**src/rtl/rcc_pkg.sv**
```systemverilog
package rcc_pkg;
  localparam int NSRC   = 6;
  localparam int STAT_W = 8;

  localparam int IDX_EXT = 0;
  localparam int IDX_SW  = 1;
  localparam int IDX_WDT = 2;
  localparam int IDX_BRK = 3;
  localparam int IDX_POF = 4;
  localparam int IDX_BOF = 5;

  typedef logic [NSRC-1:0] src_vec_t;

  // Flag value left by a power-on: power-on and brownout set, all others clear.
  localparam src_vec_t FLAG_POR_VAL = src_vec_t'((1 << IDX_POF) | (1 << IDX_BOF));
endpackage

```
**src/rtl/rcc_sync.sv**
```systemverilog
module rcc_sync #(
  parameter int W      = 1,
  parameter int STAGES = 2
) (
  input  logic         clk,
  input  logic         rst_n,
  input  logic [W-1:0] d,
  output logic [W-1:0] q
);
  logic [STAGES-1:0][W-1:0] stg_q;
  logic [STAGES-1:0][W-1:0] stg_d;

  if (STAGES < 2) begin : g_bad
    initial $error("rcc_sync needs at least two stages");
  end

  always_comb begin
    stg_d = {stg_q[STAGES-2:0], d};
  end

  always_ff @(posedge clk or negedge rst_n) begin
    if (!rst_n) stg_q <= '0;
    else        stg_q <= stg_d;
  end

  assign q = stg_q[STAGES-1];
endmodule

```
**src/rtl/rcc_flags.sv**
```systemverilog
module rcc_flags
  import rcc_pkg::*;
(
  input  logic     clk,
  input  logic     rst_n,
  input  src_vec_t set,
  input  logic     wr,
  input  src_vec_t wdata,
  output src_vec_t flags
);
  src_vec_t flag_q;
  src_vec_t flag_d;
  src_vec_t clr;
  logic     flag_en;

  assign clr     = wr ? ~wdata : '0;
  assign flag_en = wr | (|set);

  always_comb begin
    flag_d = (flag_q & ~clr) | set;
  end

  always_ff @(posedge clk or negedge rst_n) begin
    if (!rst_n)       flag_q <= FLAG_POR_VAL;
    else if (flag_en) flag_q <= flag_d;
  end

  assign flags = flag_q;

  for (genvar i = 0; i < NSRC; i++) begin : g_chk
    AST_SET_WINS: assert property (@(posedge clk) disable iff (!rst_n)
      set[i] |=> flag_q[i]);
    AST_FLAG_STICKY: assert property (@(posedge clk) disable iff (!rst_n)
      (flag_q[i] && !(wr && !wdata[i])) |=> flag_q[i]);
    AST_NO_SPURIOUS_SET: assert property (@(posedge clk) disable iff (!rst_n)
      (!flag_q[i] && !set[i]) |=> !flag_q[i]);
  end
endmodule

```
**src/rtl/rcc_stretch.sv**
```systemverilog
module rcc_stretch #(
  parameter int STRETCH = 8
) (
  input  logic clk,
  input  logic rst_n,
  input  logic req_any,
  output logic rst_out
);
  localparam int CW = $clog2(STRETCH + 1);

  logic [CW-1:0] cnt_q;
  logic [CW-1:0] cnt_d;
  logic          cnt_en;

  assign cnt_en = req_any | (cnt_q != '0);

  always_comb begin
    if (req_any) cnt_d = CW'(STRETCH);
    else         cnt_d = cnt_q - CW'(1);
  end

  always_ff @(posedge clk or negedge rst_n) begin
    if (!rst_n)      cnt_q <= CW'(STRETCH);
    else if (cnt_en) cnt_q <= cnt_d;
  end

  assign rst_out = (cnt_q != '0);

  AST_REQ_RAISES_RST: assert property (@(posedge clk) disable iff (!rst_n)
    req_any |=> rst_out);
  AST_FALL_ONLY_WHEN_QUIET: assert property (@(posedge clk) disable iff (!rst_n)
    $fell(rst_out) |-> $past(!req_any));
endmodule

```
**src/rtl/rst_cause_ctrl.sv**
```systemverilog
module rst_cause_ctrl
  import rcc_pkg::*;
#(
  parameter int STRETCH     = 8,
  parameter int SYNC_STAGES = 2
) (
  input  logic              clk,
  input  logic              por_n,
  input  logic              ext_rst_in,
  input  logic              ext_rst_en,
  input  logic              wdt_tmo,
  input  logic              wdt_rst_en,
  input  logic              sw_rst_req,
  input  logic              brk_det,
  input  logic              brk_rst_en,
  input  logic              bod_det,
  input  logic              bod_rst_dis,
  input  logic              reg_wr,
  input  logic [STAT_W-1:0] reg_wdata,
  output logic [STAT_W-1:0] reg_rdata,
  output logic              chip_rst
);
  localparam int NASYNC = 3;

  logic              rst_n;
  logic [0:0]        rsync_q;
  logic [NASYNC-1:0] async_raw;
  logic [NASYNC-1:0] async_s;
  src_vec_t          req;
  src_vec_t          flag_q;
  logic              unused_wbits;

  // Power-on reset: asserted asynchronously, released on a clock edge.
  rcc_sync #(.W(1), .STAGES(SYNC_STAGES)) u_rst_sync (
    .clk   (clk),
    .rst_n (por_n),
    .d     (1'b1),
    .q     (rsync_q)
  );
  assign rst_n = rsync_q[0];

  assign async_raw = {bod_det, brk_det, ext_rst_in};

  rcc_sync #(.W(NASYNC), .STAGES(SYNC_STAGES)) u_in_sync (
    .clk   (clk),
    .rst_n (rst_n),
    .d     (async_raw),
    .q     (async_s)
  );

  // Source qualification.
  always_comb begin
    req          = '0;
    req[IDX_EXT] = async_s[0] & ext_rst_en;
    req[IDX_SW]  = sw_rst_req;
    req[IDX_WDT] = wdt_tmo & wdt_rst_en;
    req[IDX_BRK] = async_s[1] & brk_rst_en;
    req[IDX_BOF] = async_s[2] & ~bod_rst_dis;
  end

  rcc_flags u_flags (
    .clk   (clk),
    .rst_n (rst_n),
    .set   (req),
    .wr    (reg_wr),
    .wdata (reg_wdata[NSRC-1:0]),
    .flags (flag_q)
  );

  rcc_stretch #(.STRETCH(STRETCH)) u_stretch (
    .clk     (clk),
    .rst_n   (rst_n),
    .req_any (|req),
    .rst_out (chip_rst)
  );

  assign unused_wbits = ^reg_wdata[STAT_W-1:NSRC];
  assign reg_rdata    = {{(STAT_W-NSRC){1'b0}}, flag_q};

  AST_POF_NEVER_SETS: assert property (@(posedge clk) disable iff (!rst_n)
    !flag_q[IDX_POF] |=> !flag_q[IDX_POF]);
  AST_RSVD_READ_ZERO: assert property (@(posedge clk) disable iff (!rst_n)
    reg_wr |=> (reg_rdata[STAT_W-1:NSRC] == '0));
endmodule

```
**config.mk**
```make
export PLATFORM = sky130hd
export DESIGN_NAME = rst_cause_ctrl
export DESIGN_NICKNAME = d
export VERILOG_FILES = /design/src/rtl/rcc_pkg.sv /design/src/rtl/rcc_sync.sv /design/src/rtl/rcc_flags.sv /design/src/rtl/rcc_stretch.sv /design/src/rtl/rst_cause_ctrl.sv
export SDC_FILE = /design/constraint.sdc
export NUM_CORES = 1
export LEC_CHECK = 0
export ABC_AREA = 1
export CAP_MARGIN = 15
export CORE_MARGIN = 1
export CORE_UTILIZATION = 30
export CTS_CLUSTER_SIZE = 12
export DETAILED_ROUTE_END_ITERATION = 6
export PLACE_DENSITY = 0.68
export SLEW_MARGIN = 25
export SYNTH_ARGS = -nofsm -noshare
export SYNTH_HDL_FRONTEND = slang
export SYNTH_SLANG_ARGS = --single-unit
```
**constraint.sdc**
```tcl
create_clock -name clk -period 1.4 [get_ports clk]
set_clock_uncertainty 0.2 [all_clocks]
set_input_delay 0.35 -clock clk [delete_from_list [all_inputs] [get_ports clk]]
set_output_delay 0.35 -clock clk [all_outputs]
set_load 0.02 [all_outputs]
```
# [Yosys cells after proc, flatten, opt, wreduce, memory -nomap -nowiden]
# Cells that the tools add are included.
[totals] reg_bits=18 input_bits=20
[classes] n_bitwise=11 mux=2 addsub=1 reduce_logical=2
[op_table] operator="$not 6->6" count=2
[op_table] operator="$and 6x6->6" count=1
[op_table] operator="$mux 6" count=1
[op_table] operator="$or 6x6->6" count=1
[op_table] operator="$reduce_or 5->1" count=1
[op_table] operator="$and 1x1->1" count=4
[op_table] operator="$mux 4" count=1
[op_table] operator="$reduce_bool 4->1" count=1
[op_table] operator="$sub 4x1->4 const B" count=1
[op_table] operator="$or 1x1->1" count=2
[op_table] operator="$not 1->1" count=1

# [Depth between registers and ports, before layout]
[depth] depth_word=5 depth_mapped=7

# [Hierarchy]
# Synthesis repeated with hierarchy kept, for this count alone.
[unflattened] hier_cells=90 area_unflattened_um2=765.7
[by_module_without_submodules] module="rcc_flags" area_per_inst_um2=265.3 cells_per_inst=36 n_inst=1
[by_module_without_submodules] module="rcc_stretch" area_per_inst_um2=222.7 cells_per_inst=28 n_inst=1
[by_module_without_submodules] module="rcc_sync at u_in_sync" area_per_inst_um2=150.1 cells_per_inst=6 n_inst=1
[by_module_without_submodules] module="rst_cause_ctrl" area_per_inst_um2=77.6 cells_per_inst=18 n_inst=1
[by_module_without_submodules] module="rcc_sync at u_rst_sync" area_per_inst_um2=50.0 cells_per_inst=2 n_inst=1

# [Worst setup path before layout]
# No wires, ideal clock.
[synth_path] path_type="flip-flop to output port" startpoint="register u_stretch.cnt_q[0]" endpoint="output chip_rst" required_ns=0.850 t_arrival_ns=0.836 stages_incl_launch_ff=4 slack_ns=0.014 n_path_buf=0 cell_sequence="dfrtp_1 -> inv_1 -> ha_1 -> nand2_2"
[synth_via] elab_chain_len=1
[synth_lines] item="start: declaration" line="rcc_stretch.sv:11" text="logic [CW-1:0] cnt_q;"
[synth_lines] item="start signal: assignment" line="rcc_stretch.sv:23" text="if (!rst_n) cnt_q <= CW'(STRETCH);"
[synth_lines] item="start signal: assignment" line="rcc_stretch.sv:24" text="else if (cnt_en) cnt_q <= cnt_d;"
[synth_lines] item="$reduce_bool 4->1" line="rcc_stretch.sv:27" text="assign rst_out = (cnt_q != '0);"
[synth_lines] item="end: declaration" line="rst_cause_ctrl.sv:21" text="output logic chip_rst"
# Every way passes these cells.

# [Worst setup path in the final report]
[layout_path] startpoint="register u_stretch.cnt_q[1]" endpoint="output chip_rst"
# The elaborated chain is that of the path after synthesis.

==> metrics.md <==
| Metric | Value |
|---|---|
| Total wire length | 1.533 mm |
| Initial Utilization | 32.13% |
| FF+latch area | 454.2 um2 |
| Layout area overhead | 66.73% |
| Worst Setup Path Type | reg2out |
| Total CTS buffers | 3 |
| CTS tree | done |
| RR Startpoint | u_stretch.cnt_q[0] |
| Tot GR Track Use | 14.61% |
| DRC Markers | 0 |
| Violated checks | negative setup slack |
| Crit share post-route | 119.7% |
| Final Wtd Congestion | 0.7224 |
| Placed instance area | 0.001072 mm2 |
| CP Buf/Inv Count | 2 |
| FF-to-FF path depth | 7 |
| Main flop type after synthesis | dfrtp_1 |
| CP startpoint kind | flop |
| CP delay by family, top | flip-flops |
| RR Endpoint | u_stretch.cnt_q[2] |
| Mapped Cells | 72 |
| Clock root buffer | clkbuf_4 |
| Ant. Diodes | 0 |
| F_max | 0.5967 GHz |
| Async set or reset register ratio after synthesis | 100.0% |
| Power Dens Cells | 941.6 mW/mm2 |
| Post-synthesis sequential area ratio | 63.91% |
| Post-synthesis cell type count | 14 |
| Post-synth EDFFs | 0 |
| Arrival time at the worst endpoint | 1.13 ns |
| Largest net degree at the start of global routing | 11 |
| Io pins | 29 |
| PnR worst setup slack | -0.2758 ns |
| Slowest-stage cell, CP | dfrtp_1 |
| Vias per cell | 4.324 |
| Clock transition at path regs | 0.10 ns |
| Setup slack, reg-to-reg | -0.02 ns |
| HPWL after DPL | 1.167 mm |
| Setup_tns | -0.4780 ns |
| First-pass GRT wire length | 2.725 mm |
| Netlist Area Pre-Place | 710.7 um2 |
| Clock buffer depth | 2 |
| Die Height | 50.67 um |
| CTS H-Tree Depth | 1 |
| Vias in the first global route | 683 |
| Worst-path fanout max | 2 |
| Worst VDD drop | 0.7321 mV |
| Final setup violation count | 4 |
| Overall power | 1.116 mW |
| Initial antenna violation count | 0 |
| Crit path time final | 1.676 ns |
| Max incr delay on CP | 0.40 ns |
| Count leader, synth | nand2_1 |
| Port Buf Inserts | 24 |
| Starting DRT DRC Count | 5 |
| Die W | 50.67 um |
| Syn Area/Cell | 9.871 um2 |
| Commonest cells post-synth | nand2_1, dfrtp_1, inv_1 |
| Ys Warns | 0 |
| WP data required | 0.85 ns |
| Yosys top cell area share | 52.82% |
| CP cell instances | inv_2 -> ha_4 -> nand2_4 -> buf_6 |
| Dominant cell type by area after synthesis | dfrtp_1 |
| Via Count | 627 |
| Instance count on the critical path | 4 |
| DR WL/cell | 10.57 um |
| Final hold vios | 0 |
| Die area | 0.002567 mm2 |
| Flop and latch count out of synthesis | 18 |
| Final Slew Violations | 0 |
| Synth area leaders | dfrtp_1, dfstp_2, nand2_1 |
| Core ar. | 0.002212 mm2 |
| Global route overflow | 0 |
| Worst Setup End Kind | output port |
| RSZ-0062 raised after global routing | true |
| Status | finished with violations |
| Rows | 17 |
| CTS Sinks | 18 |
| Multi-input gate area | 256.5 um2 |
| Fin util | 53.56% |
| Final Cell Area | 0.001185 mm2 |
| Post-route ant nets | 0 |
| Hold_ws | 0.01194 ns |
| Hold Crit Class | in2async |
| # Max-Cap Violations | 0 |
| Leakage power | 0.5755 nW |
| TritonRoute pass-1 iters | 4 |
| Clock latency on the worst-skew pair | 0.28 ns |
| Nets | 140 |
| Layout cells sized above 1 | 33.33% |
| Filler cells | 200 |
registers in the layout, summed over array words and instances (netlist names):
name,count
u_stretch.cnt_q,4
u_in_sync.q,3
u_rst_sync.stg_d,1
u_rst_sync.q,1
u_in_sync.stg_d,3
u_flags.flags,6
final cells by class:
type                    count  share of cell area [%]
clock buffers               4                   2.218
inverters                   7                   2.218
multi-input cells          46                   21.65
flip-flops and latches     18                   38.33
well taps                  28                   2.957
repair buffers             42                   32.63
where the power goes:
group	internal [mW]	switching [mW]
Clock	0.110	0.150
Combinational	0.154	0.123
Sequential	0.559	0.0183
timing repair:
item,CTS,global route
hold buffers,1,0
resized for setup,39,12
buffers inserted,4,2
endpoints found under the setup margin,9,10
endpoints found under the hold margin,13,0
pin swaps,1,5
cells by family (layout without fill, tap and decap cells):
logic type                 Yosys count  after routing  synth area share, %
other                                2              3                1.057
AOI/OAI and AO/OA                    6              6                4.577
buffers and inverters                9             53                5.810
adders and majority gates            2              2                3.521
and+or+nand+nor                     34             34                19.89
xor gates and xnor gates             1              1                1.233
DFF                                 18             18                63.91
through the flow:
stage	setup slack, ns	std cells
floorplan	0.01367	73
global placement	-0.4689	136
detailed placement	-0.5252	136
CTS	-0.2709	145
global route	-0.3319	145
finish	-0.2758	145
cell usage in the layout, fill, tap and decap left out, types with 3 or more instances in the layout:
cell / netlist / layout
buf_4: 2 / 17
buf_6: 0 / 7
clkbuf_4: 0 / 3
clkdlybuf4s50_1: 0 / 17
conb_1: 2 / 3
dfrtp_1: 15 / 15
dfstp_2: 3 / 3
inv_1: 7 / 5
nand2_1: 20 / 20
nand3_1: 5 / 4
nor2_1: 6 / 5
o21ai_0: 5 / 5
worst max-delay path by stage:
stage                       start        to
2_1_floorplan  u_stretch.cnt_q[0]  chip_rst
3_3_place_gp   u_stretch.cnt_q[0]  chip_rst
3_5_place_dp   u_stretch.cnt_q[0]  chip_rst
4_1_cts        u_stretch.cnt_q[1]  chip_rst
5_1_grt        u_stretch.cnt_q[0]  chip_rst
6_report       u_stretch.cnt_q[1]  chip_rst
metal layers:
metal	part of all wire, %	GRT usage [%]	vias to the layer above	routed length [um]
li1	-	-	307	-
met1	44	15.87	289	678
met2	46	24.44	25	703
met3	5.9	4.545	6	91
met4	3.9	9.259	0	60
met5	0	0	-	0
(Power assumes the default switching activity.)
